**src/rtl/dfo_pkg.sv**
```systemverilog
package dfo_pkg;

    // Control state of the output controller.
    typedef struct packed {
        logic       cmd;    // command active, bytes may arrive
        logic       flush;  // last byte taken, draining
        logic [1:0] pad;    // filler bytes still to insert
        logic       hyst;   // request armed since threshold crossing
        logic       derr;   // sticky empty-read error
    } ctl_s;

    // Bytes per transfer for a width code.
    function automatic logic [2:0] width_bytes(input logic [1:0] code);
        case (code)
            2'd0:    return 3'd1;
            2'd1:    return 3'd2;
            default: return 3'd4;
        endcase
    endfunction

endpackage

```
**src/rtl/dfo_byte_fifo.sv**
```systemverilog
module dfo_byte_fifo #(
    parameter int DEPTH = 16  // power of two, at least 4
) (
    input  logic                       clk,
    input  logic                       rst_n,
    input  logic                       push,
    input  logic [7:0]                 push_byte,
    input  logic [2:0]                 pop_n,
    output logic [$clog2(DEPTH):0]     count,
    output logic [31:0]                peek
);
    localparam int AW = $clog2(DEPTH);
    localparam int CW = AW + 1;

    typedef struct packed {
        logic [AW-1:0] wr;
        logic [AW-1:0] rd;
        logic [CW-1:0] cnt;
    } fst_s;

    fst_s       st_q, st_d;
    logic [7:0] mem [DEPTH];

    always_comb begin
        st_d = st_q;
        if (push) st_d.wr = st_q.wr + AW'(1);
        st_d.rd  = st_q.rd + AW'(pop_n);
        st_d.cnt = st_q.cnt + CW'(push) - CW'(pop_n);
    end

    always_ff @(posedge clk or negedge rst_n) begin
        if (!rst_n) st_q <= '0;
        else        st_q <= st_d;
    end

    always_ff @(posedge clk) begin
        if (push) mem[st_q.wr] <= push_byte;
    end

    for (genvar i = 0; i < 4; i++) begin : g_peek
        assign peek[8*i +: 8] = mem[st_q.rd + AW'(i)];
    end

    assign count = st_q.cnt;

    AST_NO_OVERFLOW: assert property (@(posedge clk) disable iff (!rst_n)
        push |-> (st_q.cnt < CW'(DEPTH)));
    AST_NO_UNDERFLOW: assert property (@(posedge clk) disable iff (!rst_n)
        (CW'(pop_n) <= st_q.cnt));

endmodule

```
**src/rtl/dfo_dest_counter.sv**
```systemverilog
module dfo_dest_counter #(
    parameter int CNTW = 32
) (
    input  logic            clk,
    input  logic            rst_n,
    input  logic            load,
    input  logic [CNTW-1:0] load_val,
    input  logic            load_ign,
    input  logic            step,
    output logic [CNTW-1:0] count,
    output logic            accept,
    output logic            overrun
);
    typedef struct packed {
        logic [CNTW-1:0] cnt;
        logic            ign;
        logic            ovr;
    } cst_s;

    cst_s st_q, st_d;
    logic at_zero;

    always_comb begin
        at_zero = (st_q.cnt == '0);
        accept  = st_q.ign || !at_zero;
        st_d    = st_q;
        if (load) begin
            st_d.cnt = load_val;
            st_d.ign = load_ign;
            st_d.ovr = 1'b0;
        end else if (step) begin
            if (!at_zero)        st_d.cnt = st_q.cnt - CNTW'(1);
            else if (st_q.ign)   st_d.cnt = '1;
            else                 st_d.ovr = 1'b1;
        end
    end

    always_ff @(posedge clk or negedge rst_n) begin
        if (!rst_n) st_q <= '0;
        else        st_q <= st_d;
    end

    assign count   = st_q.cnt;
    assign overrun = st_q.ovr;

    AST_CNT_DEC: assert property (@(posedge clk) disable iff (!rst_n)
        (step && !load && count != '0) |=> (count == $past(count) - CNTW'(1)));
    AST_CNT_HOLD: assert property (@(posedge clk) disable iff (!rst_n)
        (step && !load && !st_q.ign && count == '0) |=> (count == '0 && overrun));
    AST_CNT_WRAP: assert property (@(posedge clk) disable iff (!rst_n)
        (step && !load && st_q.ign && count == '0) |=> (&count));

endmodule

```
**src/rtl/dfo_word_pack.sv**
```systemverilog
module dfo_word_pack #(
    parameter int CW = 5
) (
    input  logic [1:0]    width_code,
    input  logic [CW-1:0] fifo_cnt,
    input  logic [31:0]   peek,
    input  logic          flush,
    output logic [31:0]   data,
    output logic [2:0]    nbytes,
    output logic          full_word,
    output logic          last_xfer,
    output logic          noalign
);
    import dfo_pkg::*;

    logic [2:0] wb;

    always_comb begin
        wb        = width_bytes(width_code);
        full_word = (fifo_cnt >= CW'(wb));
        last_xfer = flush && (fifo_cnt != '0) && (fifo_cnt <= CW'(wb));
        nbytes    = last_xfer ? fifo_cnt[2:0] : wb;
        noalign   = last_xfer && (nbytes != wb);
        data      = '0;
        for (int i = 0; i < 4; i++) begin
            if (3'(i) < nbytes) data[8*i +: 8] = peek[8*i +: 8];
        end
        if (noalign) begin
            if (wb == 3'd2) data[9:8]   = 2'(nbytes - 3'd1);
            else            data[25:24] = 2'(nbytes - 3'd1);
        end
    end

endmodule

```
**src/rtl/dest_fifo_out.sv**
```systemverilog
module dest_fifo_out #(
    parameter int DEPTH = 16,
    parameter int CNTW  = 32
) (
    input  logic                       clk,
    input  logic                       rst_n,
    input  logic [1:0]                 cfg_width,
    input  logic [$clog2(DEPTH):0]     cfg_thresh,
    input  logic                       cmd_start,
    input  logic [1:0]                 cmd_align,
    input  logic [CNTW-1:0]            cmd_count,
    input  logic                       cmd_ign_count,
    output logic                       idle,
    input  logic                       pu_valid,
    input  logic [7:0]                 pu_byte,
    input  logic                       pu_last,
    output logic                       pu_ready,
    output logic                       dma_req,
    input  logic                       dma_ack,
    output logic [31:0]                dma_data,
    output logic                       dma_tc,
    output logic                       dma_noalign,
    output logic [CNTW-1:0]            dest_count,
    output logic                       dest_overrun,
    output logic                       data_err
);
    import dfo_pkg::*;

    localparam int CW = $clog2(DEPTH) + 1;

    ctl_s          ctl_q, ctl_d;
    logic [CW-1:0] fifo_cnt;
    logic [31:0]   peek;
    logic [2:0]    nbytes, pop_n;
    logic          full_word, last_xfer, noalign;
    logic          ctr_accept, load, room, pad_ins, take, step, push, above, pop;
    logic [7:0]    push_byte;

    dfo_byte_fifo #(.DEPTH(DEPTH)) i_fifo (
        .clk(clk), .rst_n(rst_n), .push(push), .push_byte(push_byte),
        .pop_n(pop_n), .count(fifo_cnt), .peek(peek)
    );

    dfo_dest_counter #(.CNTW(CNTW)) i_cnt (
        .clk(clk), .rst_n(rst_n), .load(load), .load_val(cmd_count),
        .load_ign(cmd_ign_count), .step(step), .count(dest_count),
        .accept(ctr_accept), .overrun(dest_overrun)
    );

    dfo_word_pack #(.CW(CW)) i_pack (
        .width_code(cfg_width), .fifo_cnt(fifo_cnt), .peek(peek),
        .flush(ctl_q.flush), .data(dma_data), .nbytes(nbytes),
        .full_word(full_word), .last_xfer(last_xfer), .noalign(noalign)
    );

    always_comb begin
        idle      = !(ctl_q.cmd || ctl_q.flush);
        load      = cmd_start && idle;
        room      = (fifo_cnt < CW'(DEPTH));
        pad_ins   = ctl_q.cmd && (ctl_q.pad != 2'd0) && room;
        pu_ready  = ctl_q.cmd && (ctl_q.pad == 2'd0) && room;
        take      = pu_valid && pu_ready;
        step      = pad_ins || take;
        push      = pad_ins || (take && ctr_accept);
        push_byte = pad_ins ? 8'h00 : pu_byte;
        above     = (fifo_cnt > cfg_thresh);
        dma_req   = (fifo_cnt != '0) &&
                    (ctl_q.flush || ((ctl_q.hyst || above) && full_word));
        pop       = dma_ack && dma_req;
        pop_n     = pop ? nbytes : 3'd0;
        dma_tc      = pop && last_xfer;
        dma_noalign = noalign;
        data_err    = ctl_q.derr;

        ctl_d = ctl_q;
        if (load) begin
            ctl_d.cmd  = 1'b1;
            ctl_d.pad  = cmd_align;
            ctl_d.derr = 1'b0;
        end
        if (pad_ins) ctl_d.pad = ctl_q.pad - 2'd1;
        if (take && pu_last) begin
            ctl_d.cmd   = 1'b0;
            ctl_d.flush = 1'b1;
        end
        if (ctl_q.flush && (fifo_cnt == '0 || (pop && last_xfer))) ctl_d.flush = 1'b0;
        if (fifo_cnt == '0) ctl_d.hyst = 1'b0;
        else if (above)     ctl_d.hyst = 1'b1;
        if (dma_ack && fifo_cnt == '0) ctl_d.derr = 1'b1;
    end

    always_ff @(posedge clk or negedge rst_n) begin
        if (!rst_n) ctl_q <= '0;
        else        ctl_q <= ctl_d;
    end

    AST_REQ_HOLD: assert property (@(posedge clk) disable iff (!rst_n)
        (dma_req && !dma_ack) |=> dma_req);
    AST_TC_EMPTIES: assert property (@(posedge clk) disable iff (!rst_n)
        dma_tc |=> (fifo_cnt == '0 && !dma_req));
    AST_DERR_STICKY: assert property (@(posedge clk) disable iff (!rst_n)
        (data_err && !cmd_start) |=> data_err);

endmodule

```
**config.mk**
```make
export PLATFORM = sky130hd
export DESIGN_NAME = dest_fifo_out
export DESIGN_NICKNAME = d
export VERILOG_FILES = /design/src/rtl/dfo_pkg.sv /design/src/rtl/dfo_byte_fifo.sv /design/src/rtl/dfo_dest_counter.sv /design/src/rtl/dfo_word_pack.sv /design/src/rtl/dest_fifo_out.sv
export SDC_FILE = /design/constraint.sdc
export NUM_CORES = 1
export LEC_CHECK = 0
export BUFFER_PORTS_ARGS = -buffer_cell sky130_fd_sc_hd__buf_2
export CORE_UTILIZATION = 60
export CTS_CLUSTER_SIZE = 20
export DETAILED_ROUTE_END_ITERATION = 10
export GPL_TIMING_DRIVEN = 0
export PLACE_DENSITY = 0.81
export SLEW_MARGIN = 30
export SYNTH_ARGS = -nofsm -noshare
export SYNTH_HDL_FRONTEND = slang
export SYNTH_SLANG_ARGS = --single-unit
```
**constraint.sdc**
```tcl
create_clock -name clk -period 3.75 [get_ports clk]
set_clock_uncertainty 0.05 [all_clocks]
set_input_delay 0.1875 -clock clk [delete_from_list [all_inputs] [get_ports clk]]
set_output_delay 0.1875 -clock clk [all_outputs]
set_load 0.02 [all_outputs]
```
# --- Word level (Yosys, flattened, before mapping) ---
# Memory sizes are Yosys's and may differ from the RTL's.
# Index checks and enable logic that the tools add are counted.
totals:
  reg_bits: 53
  latch_bits: 0
  ram_bits: 128
  rom_bits: 0
  input_bits: 56
  out_inout_bits: 71
  memories: 1
mem_list:
  columns: ["memory", "depth", "word_bits", "rd", "rd_clocked_by_memory_dff", "wr", "line", "text"]
  rows:
  - ["i_fifo.mem", 16, 8, 4, 0, 1, "dfo_byte_fifo.sv:22", "logic [7:0] mem [DEPTH];"]
classes:
  n_addsub: 10
  mul: 0
  div: 0
  n_lt_le_gt_ge: 8
  eq_ne: 5
  n_shift: 0
  n_mux: 31
  bitwise_logic: 0
  reduce_logical: 41
op_table:
  columns: ["cell", "n"]
  rows:
  - ["2-to-1 mux 32 bit", 4]
  - ["2-to-1 mux 8 bit", 5]
  - ["logical NOT 32 bit", 1]
  - ["subtractor 32 x 1 -> 32 bit (second input constant)", 1]
  - ["logical AND 1 bit", 17]
  - ["nonzero test 2 bit", 8]
  - ["2-to-1 mux 2 bit", 7]
  - ["2-to-1 mux 1 bit", 12]
  - ["adder 4 x 1 -> 4 bit (second input constant)", 2]
  - ["adder 4 x 2 -> 4 bit (second input constant)", 2]
  - ["logical OR 1 bit", 7]
  - ["< comparator 1 x 3 -> 1 bit (first input constant)", 2]
  - ["< comparator 2 x 3 -> 1 bit (first input constant)", 2]
  - ["2-to-1 mux 3 bit", 2]
  - ["one-hot mux 3 bit (2 select lines)", 1]
  - ["adder 5 x 1 -> 5 bit", 1]
  - [">= comparator 5 x 3 -> 1 bit", 1]
  - ["> comparator 5 bit", 1]
  - ["less-or-equal comparator 5 x 3 -> 1 bit", 1]
  - ["logical NOT 5 bit", 1]
  - ["< comparator 5 bit (second input constant)", 1]
  - ["nonzero test 5 bit", 1]
  - ["subtractor 5 x 3 -> 5 bit", 1]
  - ["adder 4 x 3 -> 4 bit", 1]
  - ["other kinds (10)", 13]

# --- Longest topological paths before layout ---
logic_depth:
  depth_word: 11
  depth_mapped: 18
  mapped_depth_nobuf: 18

# --- By module ---
# Synthesis repeated with hierarchy kept, for this count alone.
hier_totals:
  hier_cells: 964
  area_unflattened_um2: 12453.2
modules_own_cells:
  columns: ["module", "instances", "cells_each", "area_each_um2"]
  rows:
  - ["dfo_byte_fifo", 1, 499, 8625.8]
  - ["dfo_dest_counter", 1, 302, 2570.0]
  - ["dest_fifo_out", 1, 72, 646.9]
  - ["dfo_word_pack", 1, 91, 610.6]

# --- Worst setup path after synthesis ---
# Ideal clock, no wire load.
synth_timing:
  path_kind: "reg-to-output"
  startpoint: "register i_fifo.st_q[6] (netlist name)"
  endpoint: "output port dma_data[28]"
  t_arrival_ns: 3.631
  t_required_ns: 3.513
  setup_slack_ns: -0.118
  path_stages_with_launch: 9
  n_path_buf: 4
  path_cell_list: "dfrtp_1 > clkbuf_1 > clkbuf_1 > inv_2 > ha_1 > clkbuf_1 > clkbuf_1 > mux4_2 > a221oi_1"
synth_between:
  elab_chain_cells: 3
synth_lines:
  columns: ["item", "line", "text"]
  rows:
  - ["from (decl)", "dfo_byte_fifo.sv:21", "fst_s st_q, st_d;"]
  - ["from (signal assigned)", "dfo_byte_fifo.sv:33", "else st_q <= st_d;"]
  - ["adder 4 x 2 -> 4 bit", "dfo_byte_fifo.sv:41", "assign peek[8*i +: 8] = mem[st_q.rd + AW'(i)];"]
  - ["memory read (16 x 8 bit)", null, null]
  - ["2-to-1 mux 8 bit", "dfo_word_pack.sv:26", "if (3'(i) < nbytes) data[8*i +: 8] = peek[8*i +: 8];"]
  - ["to (decl)", "dest_fifo_out.sv:20", "output logic [31:0] dma_data,"]
# Every way passes these cells.

# --- Final worst setup path ---
layout_timing:
  startpoint: "register i_fifo.st_q, in the netlist i_fifo.count[2]"
  endpoint: "output port dma_data[18]"
layout_between:
  elab_chain_cells: 6
  elab_cells_between_ends: 7
layout_lines:
  columns: ["item", "line", "text"]
  rows:
  - ["branches (longest 3 deep; another with less-or-equal comparator 5 x 3 -> 1 bit)", null, null]
  - ["2-to-1 mux 3 bit *", "dfo_word_pack.sv:22", "nbytes = last_xfer ? fifo_cnt[2:0] : wb;"]
  - ["< comparator 2 x 3 -> 1 bit *", "dfo_word_pack.sv:26", null]
  - ["2-to-1 mux 8 bit *", "dfo_word_pack.sv:26", null]
# Mark *: on every way between the ends.

==> impl_metrics.ini <==
[worst_setup_path]
worstSetupStartpoint = i_fifo.count[2]
slowest_delay_ns = 0.62
crit_family = compound AO/OA/AOI/OAI gates
crit_path_end_kind = output port
cp-start-kind = flop
worstSetupPathType = flop to output port
cp.arrival_ns = 3.42
crit_slowest_cell = o21a_1
crit_chain = ha_1, nand3_1, nor3_1, a22oi_1, o21ai_4, o21a_1, nor2b_1, buf_2
worstPathRequired_ns = 3.51
crit_fanout = 11
timing.rr.start = i_fifo.count[2]
path_buf_inv = 1

[sta]
fmax_ghz = 0.273
slew_headroom = 0.306
period_needed_ns = 3.66
hold_viol = 0
drv_slew = 0
period_share = 0.975
setup_viol = 0
tightest_slew_ns = 1.04
finalSetupTns_ns = 0
whs_ns = 0.00495
final.setup.worst_slack_ns = 0.0930

[synth]
synth_fp_nets = 985
synth_most_common_cell = mux4_2
synth_cell_types = 57
syn_avg_cell_area_sq_um = 13.3
synth_flop_cell = edfxtp_1
synthTopCellsByCount = 133 x mux4_2, 128 x edfxtp_1, 55 x nand2_1
synth_edf_count = 128
ys_seq_elements = 181
synth_area_leaders = edfxtp_1 32%, mux4_2 25%, dfrtp_1 11%, ha_1 3.2%, mux2i_1 2.9%
synth_seq_area_share = 0.434
async_flop_share = 0.293
syn-cell-area_sq_um = 11900
yosysTopAreaCell = edfxtp_1
yosys_warnings = 0
synth_top_area_frac = 0.323
syn_inst = 897

[global_routing]
antenna_found_initial = 0
grt_pass1_wl_mm = 57.4
grt_pass1_vias = 9482
overflow = 0
grt_max_degree = 54
groute.usage.overall = 0.397

[power]
leakage_uw = 0.00540
power_density_nw_per_um2 = 1030
p_sw_uw = 6710
swShare = 0.460
internal_power_uw = 7880
power_frac_seq = 0.225
pwr-share-comb = 0.647
clockPowerShare = 0.128
peakVddDrop_mv = 0.469

[clock_network]
clockBufferDepth = 2
htree_num_levels = 4
cts_tree = done
root_buffer = clkbuf_16
path_clk_slew_ns = 0.07
worstSkewPairLatency_ns = 0.44
cts_buffers = 17
cts.sinks = 181

[finish]
n_antenna_cell = 0
finalNetCount = 1171
syn2layout_area_growth_pct = 18.6
fill_cells = 1215
final_layout_size_suffix_gt1_frac = 0.380

[detailed_routing]
drtAntennaViolNets = 0
routed_wl_mm = 38.6
wl_per_cell_um = 28.4
via_per_inst = 7.25
vias = 9859
drt_iter0_markers = 1530
drc = 0
drt-pass1-iter-count = 8

[floorplanning]
die_h_um = 143
start_util = 0.612
dieArea_sq_um = 20400
core_sq_um = 19500
num_rows = 51
fp.dieW_um = 143
boundaryPins = 127

[placed_design]
pre_cts_ws_ns = -1.56
routabilityCongestion = 0.947
hpwl_mm = 25.2
port-buffer-count = 126

[outcome]
status = completed

[min_path]
hp-class = input port to flop
hold_start = cmd_count[19]

[run]
cap_violations = 0
-- stage by stage --
| step | std cells | util | total power [uW] | instance area, sq um |
|---|---|---|---|---|
| after floorplan | 897 | - | 9400 | 11900 |
| after global placement | 1288 | 0.663 | 11700 | 12900 |
| after detailed placement | 1292 | 0.668 | 12100 | 13000 |
| after CTS | 1357 | 0.723 | 14200 | 14100 |
| after global routing | 1360 | 0.726 | 15100 | 14100 |
| final | 1360 | 0.726 | 14600 | 14100 |
-- logic make-up after synthesis --
logic type      after synthesis  share of synthesized area
fa+ha+maj                    32                     0.0349
mux                         168                      0.281
simple gates                248                      0.111
xor+xnor                     22                     0.0162
compound gates              132                     0.0756
flops                       181                      0.434
buf+inv                     114                     0.0471
-- power groups by stage --
stage | Combinational, uW | Clock (uW) | Sequential [uW]
after global placement | 8500 | 0 | 3250
after floorplan | 6280 | 0 | 3120
after detailed placement | 8810 | 0 | 3280
after global routing | 9820 | 1920 | 3330
final | 9440 | 1870 | 3290
after CTS | 9130 | 1840 | 3250
-- what timing repair did --
action	CTS	global route
resized for setup	39	14
setup buffers	6	5
hold endpoints to repair	81	0
pin swaps	2	2
endpoints found under the setup margin	36	27
hold buffers	29	0
-- placed cells by master (no fill, tap or decap), types with 23 or more instances in the layout --
master	synthesis	layout
dfrtp_1	53	52
buf_4	32	48
inv_1	27	26
and3_1	23	23
nor2_1	50	50
nand2_1	55	53
edfxtp_1	128	128
mux4_2	133	133
buf_2	10	140
a211oi_1	27	27
mux2i_1	34	33
ha_1	30	29
nor2b_1	38	35
a21oi_1	28	27
dlygate4sd3_1	0	29
-- layout make-up --
type                       instances  area, sq um  share of cell area
multi-input combinational        602         6380               0.451
sequential                       181         5170               0.366
timing repair buffer             170         1040              0.0739
buffer                            82          494              0.0350
clock buffer                      17          425              0.0301
tap                              265          332              0.0235
clock inverter                    14          174              0.0123
inverter                          29          111             0.00788
-- sequential cells by signal, indices dropped and copies added (netlist names) --
name and cells:
i_cnt.st_q 1, i_fifo.mem 128, data_err 1, ctl_q 5
i_fifo.st_q 8, i_cnt.count 32, i_fifo.count 5, i_cnt.overrun 1
-- worst register-to-register path, stage by stage (launching register included) --
cell and delay [ns]:
dfrtp_1 0.54, ha_1 0.38, nand3_1 0.08, nor3_1 0.27
a22o_2 0.31, buf_4 0.15, nand2_2 0.22, nand2_1 0.30
nand3_1 0.11, ha_1 0.28, ha_1 0.34, a21o_1 0.18
a21oi_1 0.18, xor2_1 0.16
-- per-layer routing --
metal  part of all wire  global-route usage  wire length [um]  up-vias
met5                  0                   0                 0        -
met4              0.058               0.216              2220        0
met3               0.14               0.135              5550      190
met2               0.45               0.587             17400      932
met1               0.35               0.518             13400     4801
li1                   -                   -                 -     3936
-- path summary, 6_finish.rpt --
kind                       slack [ns]  depth (start not counted)              end
max                              0.09                          8     dma_data[18]
min                             0.005                          3  i_cnt.count[19]
max reg2reg                      0.13                         13  i_fifo.count[4]
min reg2reg                      0.45                          1         data_err
max in group asynchronous        2.84                          2   i_fifo.st_q[6]
min in group asynchronous        0.28                          2   i_cnt.count[7]
Note: power is estimated with default switching activity, not from simulation.
